## src/rtl/brsu_pkg.sv

```systemverilog
`timescale 1ns/1ps
package brsu_pkg;

  typedef enum logic {
    BRSU_IDLE   = 1'b0,
    BRSU_SHADOW = 1'b1
  } brsu_state_e;

  typedef struct packed {
    logic release_wr;
    logic kill;
  } brsu_pulse_t;

endpackage

```

## src/rtl/brsu_shadow_ctrl.sv

```systemverilog
`timescale 1ns/1ps
module brsu_shadow_ctrl
  import brsu_pkg::*;
(
  input  logic clk,
  input  logic rst,
  input  logic issue_valid,
  input  logic resolve_valid,
  output logic shadow_o,
  output logic accept_o,
  output logic fire_o
);

  brsu_state_e state_q;

  assign accept_o = issue_valid && (state_q == BRSU_IDLE);
  assign fire_o   = resolve_valid && (state_q == BRSU_SHADOW);
  assign shadow_o = (state_q == BRSU_SHADOW);

  always_ff @(posedge clk) begin
    if (rst) begin
      state_q <= BRSU_IDLE;
    end else if (accept_o) begin
      state_q <= BRSU_SHADOW;
    end else if (fire_o) begin
      state_q <= BRSU_IDLE;
    end
  end

  AST_ISSUE_RAISES_SHADOW: assert property (@(posedge clk) disable iff (rst)
    accept_o |=> shadow_o);

  AST_OUTCOME_DROPS_SHADOW: assert property (@(posedge clk) disable iff (rst)
    fire_o |=> !shadow_o);

endmodule

```

## src/rtl/brsu_alt_pc_reg.sv

```systemverilog
`timescale 1ns/1ps
module brsu_alt_pc_reg #(
  parameter int PC_W = 32
) (
  input  logic            clk,
  input  logic            rst,
  input  logic            load_i,
  input  logic [PC_W-1:0] pc_i,
  output logic [PC_W-1:0] pc_o
);

  logic [PC_W-1:0] pc_q;

  always_ff @(posedge clk) begin
    if (rst) begin
      pc_q <= '0;
    end else if (load_i) begin
      pc_q <= pc_i;
    end
  end

  assign pc_o = pc_q;

endmodule

```

## src/rtl/brsu_pulse_gen.sv

```systemverilog
`timescale 1ns/1ps
module brsu_pulse_gen
  import brsu_pkg::*;
#(
  parameter int PC_W = 32
) (
  input  logic            clk,
  input  logic            rst,
  input  logic            fire_i,
  input  logic            mispredict_i,
  input  logic [PC_W-1:0] alt_pc_i,
  output logic            go_write_o,
  output logic            cancel_o,
  output logic            redirect_valid_o,
  output logic [PC_W-1:0] redirect_pc_o
);

  brsu_pulse_t     pulse_d;
  brsu_pulse_t     pulse_q;
  logic            redir_q;
  logic [PC_W-1:0] rpc_q;

  always_comb begin
    pulse_d.release_wr = fire_i && !mispredict_i;
    pulse_d.kill       = fire_i && mispredict_i;
  end

  always_ff @(posedge clk) begin
    if (rst) begin
      pulse_q <= '0;
      redir_q <= 1'b0;
      rpc_q   <= '0;
    end else begin
      pulse_q <= pulse_d;
      redir_q <= pulse_d.kill;
      if (pulse_d.kill) begin
        rpc_q <= alt_pc_i;
      end
    end
  end

  assign go_write_o       = pulse_q.release_wr;
  assign cancel_o         = pulse_q.kill;
  assign redirect_valid_o = redir_q;
  assign redirect_pc_o    = rpc_q;

endmodule

```

## src/rtl/branch_shadow_unit.sv

```systemverilog
`timescale 1ns/1ps
module branch_shadow_unit #(
  parameter int PC_W = 32
) (
  input  logic            clk,
  input  logic            rst,
  input  logic            issue_valid,
  output logic            issue_ready,
  input  logic [PC_W-1:0] issue_alt_pc,
  input  logic            resolve_valid,
  input  logic            resolve_mispredict,
  output logic            shadow_active,
  output logic            go_write,
  output logic            cancel,
  output logic            redirect_valid,
  output logic [PC_W-1:0] redirect_pc
);

  logic            accept;
  logic            fire;
  logic            shadow;
  logic [PC_W-1:0] alt_q;

  brsu_shadow_ctrl u_ctrl (
    .clk           (clk),
    .rst           (rst),
    .issue_valid   (issue_valid),
    .resolve_valid (resolve_valid),
    .shadow_o      (shadow),
    .accept_o      (accept),
    .fire_o        (fire)
  );

  brsu_alt_pc_reg #(.PC_W(PC_W)) u_alt (
    .clk    (clk),
    .rst    (rst),
    .load_i (accept),
    .pc_i   (issue_alt_pc),
    .pc_o   (alt_q)
  );

  brsu_pulse_gen #(.PC_W(PC_W)) u_pulse (
    .clk              (clk),
    .rst              (rst),
    .fire_i           (fire),
    .mispredict_i     (resolve_mispredict),
    .alt_pc_i         (alt_q),
    .go_write_o       (go_write),
    .cancel_o         (cancel),
    .redirect_valid_o (redirect_valid),
    .redirect_pc_o    (redirect_pc)
  );

  assign shadow_active = shadow;
  assign issue_ready   = !shadow;

  AST_RESET_QUIET: assert property (@(posedge clk)
    rst |=> (!shadow_active && !go_write && !cancel && !redirect_valid));

  AST_BUSY_HOLDS_PC: assert property (@(posedge clk) disable iff (rst)
    shadow_active |=> $stable(alt_q));

  AST_RELEASE_CLEAN: assert property (@(posedge clk) disable iff (rst)
    go_write |-> (!cancel && !redirect_valid && !shadow_active));

  AST_REDIRECT_ADDR: assert property (@(posedge clk) disable iff (rst)
    redirect_valid |-> (cancel && redirect_pc == alt_q));

  AST_IDLE_OUTCOME_QUIET: assert property (@(posedge clk) disable iff (rst)
    !shadow_active |=> !(go_write || cancel));

  AST_PULSE_SINGLE: assert property (@(posedge clk) disable iff (rst)
    (go_write || cancel) |=> !(go_write || cancel));

  AST_ISSUE_BEATS_STALE: assert property (@(posedge clk) disable iff (rst)
    (issue_valid && issue_ready && resolve_valid) |=> (shadow_active && !go_write && !cancel));

endmodule

```

## config.mk

```make
export PLATFORM = sky130hd
export DESIGN_NAME = branch_shadow_unit
export DESIGN_NICKNAME = d
export VERILOG_FILES = /design/src/rtl/brsu_pkg.sv /design/src/rtl/brsu_shadow_ctrl.sv /design/src/rtl/brsu_alt_pc_reg.sv /design/src/rtl/brsu_pulse_gen.sv /design/src/rtl/branch_shadow_unit.sv
export SDC_FILE = /design/constraint.sdc
export NUM_CORES = 1
export LEC_CHECK = 0
export CORE_MARGIN = 1.5
export CORE_UTILIZATION = 40
export CTS_BUF_LIST = sky130_fd_sc_hd__clkbuf_2
export DETAILED_ROUTE_END_ITERATION = 16
export PLACE_DENSITY_LB_ADDON = 0.25
export SLEW_MARGIN = 5
export SYNTH_ARGS = -nofsm -noshare
export SYNTH_HDL_FRONTEND = slang
export SYNTH_SLANG_ARGS = --single-unit
```

## constraint.sdc

```tcl
create_clock -name clk -period 2.6 [get_ports clk]
set_input_delay 0.39 -clock clk [delete_from_list [all_inputs] [get_ports clk]]
set_output_delay 0.39 -clock clk [all_outputs]
set_load 0.02 [all_outputs]
```

==> results.cfg, run 1 <==
[detailed_routing]
avgViaCountPerCell = 4.70
ant_nets = 0
routed_wl_um = 5290
wl_per_cell_um = 12.2
num_vias = 2045
dr.pass1.iters = 4
drt_iter0_drc = 78
drcViolationCount = 0

[die]
core_um2 = 5610
die_w_um = 80.1
row_count = 27
start_util_pct = 42.4
die-height_um = 80.1
dieArea_um2 = 6410
ios = 74

[yosys]
synth-seq-area-share_pct = 56.5
synth_area_leaders = dfxtp_1 (56%), nand2_1 (20%), a21oi_1 (11%)
synth.distinct_cells = 17
ys_ff_latch = 67
syn_inst = 291
synth.avg_cell_area_um2 = 8.17
synth_area_um2 = 2380
ys_async_sr_fraction_pct = 0
syn_nets = 328
ys.flop_type = dfxtp_1
synth_area_leader_cell = dfxtp_1
synth_top_area_share_pct = 56.5
yosysMostFrequentCell = nand2_1
synth_edf_count = 0
ys_warn_count = 0
synth_commonest_cells = nand2_1 (129), dfxtp_1 (67), a21oi_1 (52)

[hold_path]
hp-class = flop to flop
hold_start = u_alt.pc_o[21]
hold_depth = 2

[clock_tree]
cts_tree = yes
cts.repair.resized = 0
postCtsHoldBufs = 0
clk_path_buf_depth = 2
root_buffer = clkbuf_2
clock_sinks = 67
clock_latency_ns = 0.44
clkSlewWorstSetupHoldPaths_ns = 0.17
numCtsBuffers = 9
post_cts_buffers = 0
h-tree-depth = 3

[timing]
fin_skew_ns = 0.0134
worst_pin_slew_ns = 0.754
period_share_pct = 75.5
rsz0062_at_grt = false
relSlewSlack_pct = 49.7
setup_viol = 0
fmax_mhz = 509
maxSlewViolCount = 0
fin_crit_ns = 1.96
finalSetupTns_ns = 0
hold_violations = 0

[worst_setup_path]
crit_path_max_incr_delay_ns = 0.65
crit_type = flop to output pin
cp_top_family = buffers and inverters
startpoint_type = flop
crit_buf_inv = 1
cp-end-kind = output pin
r2r_cells = 4
worstSetupPathDepth = 1
cp_data_arrival_time_ns = 1.57
r2r_start = u_ctrl.shadow_o
slowest_stage = clkdlybuf4s50_1
cp.required_ns = 2.21
cp-startpoint = u_ctrl.shadow_o
crit_fanout = 8
crit_chain = clkdlybuf4s50_1

[final_layout]
area_growth_pct = 34.3
finalNetCount = 397
drive_gt1_share_pct = 9.09
diodes = 0

[job]
maxCapViolations = 0

[global_route]
overflow = 0
track_usage_pct = 17.2
antenna_found_initial = 0
grt_pass1_vias = 1826
grt_max_degree = 40
grt_pass1_wl_um = 8400

[placed_design]
dp_hpwl_um = 3500
gp_routability_congestion = 0.754
io_buffer_count = 73

[power]
p_leak_nw = 1.11
ir_worst_vdd_mv = 0.233
powerDensity_nw_per_um2 = 536
totalPowerFinal_mw = 1.71

[run_status]
status = complete, no violations
==> logic make-up after synthesis <==
logic type	count (synthesis)	synth area share, %
buffers and inverters	23	5.90
and+or+nand+nor	136	22.1
DFF	67	56.5
AOI/OAI and AO/OA	65	15.6
==> final timing paths <==
kind,slack [ns],endpoint
hold reg to reg,0.46,u_pulse.redirect_pc_o[21]
hold / removal,0.46,u_pulse.redirect_pc_o[21]
setup reg to reg,1.08,u_alt.pc_o[28]
setup / recovery,0.64,shadow_active
==> cell type report <==
| type | instances | area (µm²) |
|---|---|---|
| Clock buffer | 9 | 45.0 |
| Tap cell | 72 | 90.1 |
| Multi-Input combinational cell | 201 | 897 |
| Fill cell | 555 | 2420 |
| Timing Repair Buffer | 80 | 791 |
| Clock inverter | 5 | 22.5 |
| Sequential cell | 67 | 1340 |
| Inverter | 1 | 3.75 |
==> metrics by stage <==
| stage | util [%] | std cells | cell area [µm²] | setup WS [ns] | hold slack (ns) |
|---|---|---|---|---|---|
| 2_1_floorplan | - | 291 | 2380 | 1.44 | 0.432 |
| 3_3_place_gp | 55.7 | 421 | 3120 | 0.792 | 0.436 |
| 3_5_place_dp | 55.7 | 421 | 3120 | 0.773 | 0.444 |
| 4_1_cts | 56.9 | 435 | 3190 | 0.577 | 0.432 |
| 5_1_grt | 56.9 | 435 | 3190 | 0.523 | 0.422 |
| 6_report | 56.9 | 435 | 3190 | 0.636 | 0.458 |
==> cells in the final DEF, fill, tap and decap left out <==
cell type	instances
and3_1	1
o21ai_0	1
clkinv_2	3
buf_2	1
a21oi_1	52
clkbuf_2	9
buf_12	1
clkinv_1	2
nand3_1	1
nand2b_1	1
nor2b_2	1
nand2_1	129
nor2_1	1
a21oi_2	12
buf_4	6
inv_1	1
dfxtp_1	67
nor3_1	1
nor3b_1	1
clkdlybuf4s50_1	72
==> state kept, by name, indices dropped and copies added, names as in the netlist <==
register                  cells
u_alt.pc_o                   32
u_ctrl.shadow_o               1
u_pulse.redirect_pc_o        32
u_pulse.redirect_valid_o      1
u_pulse.go_write_o            1
==> worst min-delay path: stages (launching register included) <==
cell and delay, ns:
dfxtp_1 0.34, nand2_1 0.07, a21oi_2 0.04
==> routing by layer <==
layer	global-route usage, %	wire length [µm]	vias to the layer above
met1	21.7	2420	920
met5	0	0	-
met4	8.28	72	0
li1	-	-	1061
met3	3.64	262	8
met2	27.9	2530	56
==> power by group <==
part | switching [mW] | internal (mW) | leakage, nW
Sequential | 0.0190 | 1.06 | 0.545
Combinational | 0.0983 | 0.0947 | 0.516
Clock | 0.329 | 0.105 | 0.0522
No activity file was read; power rests on OpenSTA's default activity.
==> run 2, diff against run 1 <==
==> constraint.sdc (replaced) <==
create_clock -name clk -period 1.95 [get_ports clk]
set_input_delay 0.2925 -clock clk [delete_from_list [all_inputs] [get_ports clk]]
set_output_delay 0.2925 -clock clk [all_outputs]
set_load 0.02 [all_outputs]
==> run 2 against run 1 <==
Effect of this change: clock power is 49% higher; largest power group unchanged; critical path depth stayed put; count of clock-buffer cells in the layout is 2 higher; cell area is 1.4% higher; total power is 38% higher; combinational power is 35% higher; via count is 1.3% higher; setup slack worse by 0.52 ns; sequential power is 33% higher; global-route usage hardly changed; die area stayed put; flip-flop and latch count stayed put.
==> results.cfg, run 2 (synthesis results as in run 1) <==
[clock_tree]
cts_tree = yes
clkSlewWorstSetupHoldPaths_ns = 0.18
clock_sinks = 67
root_buffer = clkbuf_2
h-tree-depth = 3
numCtsBuffers = 9
cts.repair.resized = 1
clock_latency_ns = 0.49
post_cts_buffers = 0
postCtsHoldBufs = 0
clk_path_buf_depth = 2

[final_layout]
drive_gt1_share_pct = 10.4
diodes = 0
final_cell_mix = nand2_1 (129), clkdlybuf4s50_1 (72), dfxtp_1 (66)
area_growth_pct = 36.1
finalNetCount = 397
fin_util_pct = 57.7
layout.cells.non_filler = 437
layout_commonest_cell = nand2_1

[die]
core_um2 = 5610
row_count = 27
dieArea_um2 = 6410
ios = 74
start_util_pct = 42.4
die-height_um = 80.1
die_w_um = 80.1

[detailed_routing]
drcViolationCount = 0
drt_iter0_drc = 90
num_vias = 2071
routed_wl_um = 5180
wl_per_cell_um = 11.8
dr.pass1.iters = 4
avgViaCountPerCell = 4.74
ant_nets = 0

[global_route]
grt_pass1_vias = 1824
antenna_found_initial = 0
overflow = 0
top_usage_layer = met2
grt_max_degree = 48
grt_pass1_wl_um = 8290
met3_usage_pct = 5.68
track_usage_pct = 17.3
met2_usage_pct = 26.8
grt_util_met1_pct = 21.9

[power]
powerDensity_nw_per_um2 = 727
ir_worst_vdd_mv = 0.341
p_leak_nw = 1.13

[worst_setup_path]
crit_buf_inv = 1
cp.required_ns = 1.66
cp_data_arrival_time_ns = 1.54
slowest_stage = clkdlybuf4s50_1
crit_fanout = 8
crit_chain = clkdlybuf4s50_1
cp_top_family = buffers and inverters
cp-end-kind = output pin
crit_type = flop to output pin
startpoint_type = flop
crit_path_max_incr_delay_ns = 0.63

[timing]
worst_pin_slew_ns = 0.411
fmax_mhz = 545
maxSlewViolCount = 0
period_share_pct = 94.0
finalSetupTns_ns = 0
fin_skew_ns = 0.0160
hold_violations = 0
setup_viol = 0
relSlewSlack_pct = 72.6
fin_ws_ns = 0.117
rsz0062_at_grt = false
fin_crit_ns = 1.83

[placed_design]
gp_routability_congestion = 0.755
io_buffer_count = 73
dp_hpwl_um = 3340
dp_slack_ns = 0.377
placed_cells = 421

[run_status]
status = complete, no violations

[job]
maxCapViolations = 0

[hold_path]
hp-class = input port to flop
[run 2: worst reg2reg max path, delay by kind of cell (launching register included)]
family | cells | cell delay, ns
buf+inv | 1 | 0.23
compound gates | 1 | 0.15
simple gates | 2 | 0.42
flops | 1 | 0.44
[run 2: layer usage]
layer / vias to the layer above / part of all wire (%)
met2: 58 / 46
met1: 939 / 46
met5: - / 0
li1: 1066 / -
met3: 8 / 5.7
met4: 0 / 1.8
[run 2: final timing paths]
check | cells after the start | end | from | slack, ns
max | 1 | shadow_active | u_ctrl.shadow_o | 0.12
min | 2 | u_alt.pc_o[15] | rst | 0.21
max reg2reg | 4 | u_alt.pc_o[16] | u_ctrl.shadow_o | 0.65
min reg2reg | 2 | u_pulse.redirect_pc_o[11] | u_alt.pc_o[11] | 0.45
[run 2: layout make-up]
type                    instances  area [µm²]
clock inverters                 5        30.0
flip-flops and latches         67        1340
clock buffers                  11        55.1
inverters                       1        3.75
fillers                       570        2370
multi-input cells             201         897
well taps                      72        90.1
repair buffers                 80         816
[run 2: through the flow]
stage	total power, mW	instance area, µm²	hold WS [ns]
2_1_floorplan	1.61	2380	0.372
6_report	2.35	3230	0.212
5_1_grt	2.48	3230	0.159
3_5_place_dp	1.74	3150	0.444
3_3_place_gp	1.73	3150	0.435
4_1_cts	2.38	3230	0.182
[run 2: power breakdown]
part           leakage, nW  internal, mW  switching (mW)
Combinational        0.524         0.131           0.130
Sequential           0.546          1.42          0.0253
Clock               0.0577         0.171           0.475
Total                 1.13          1.72           0.631
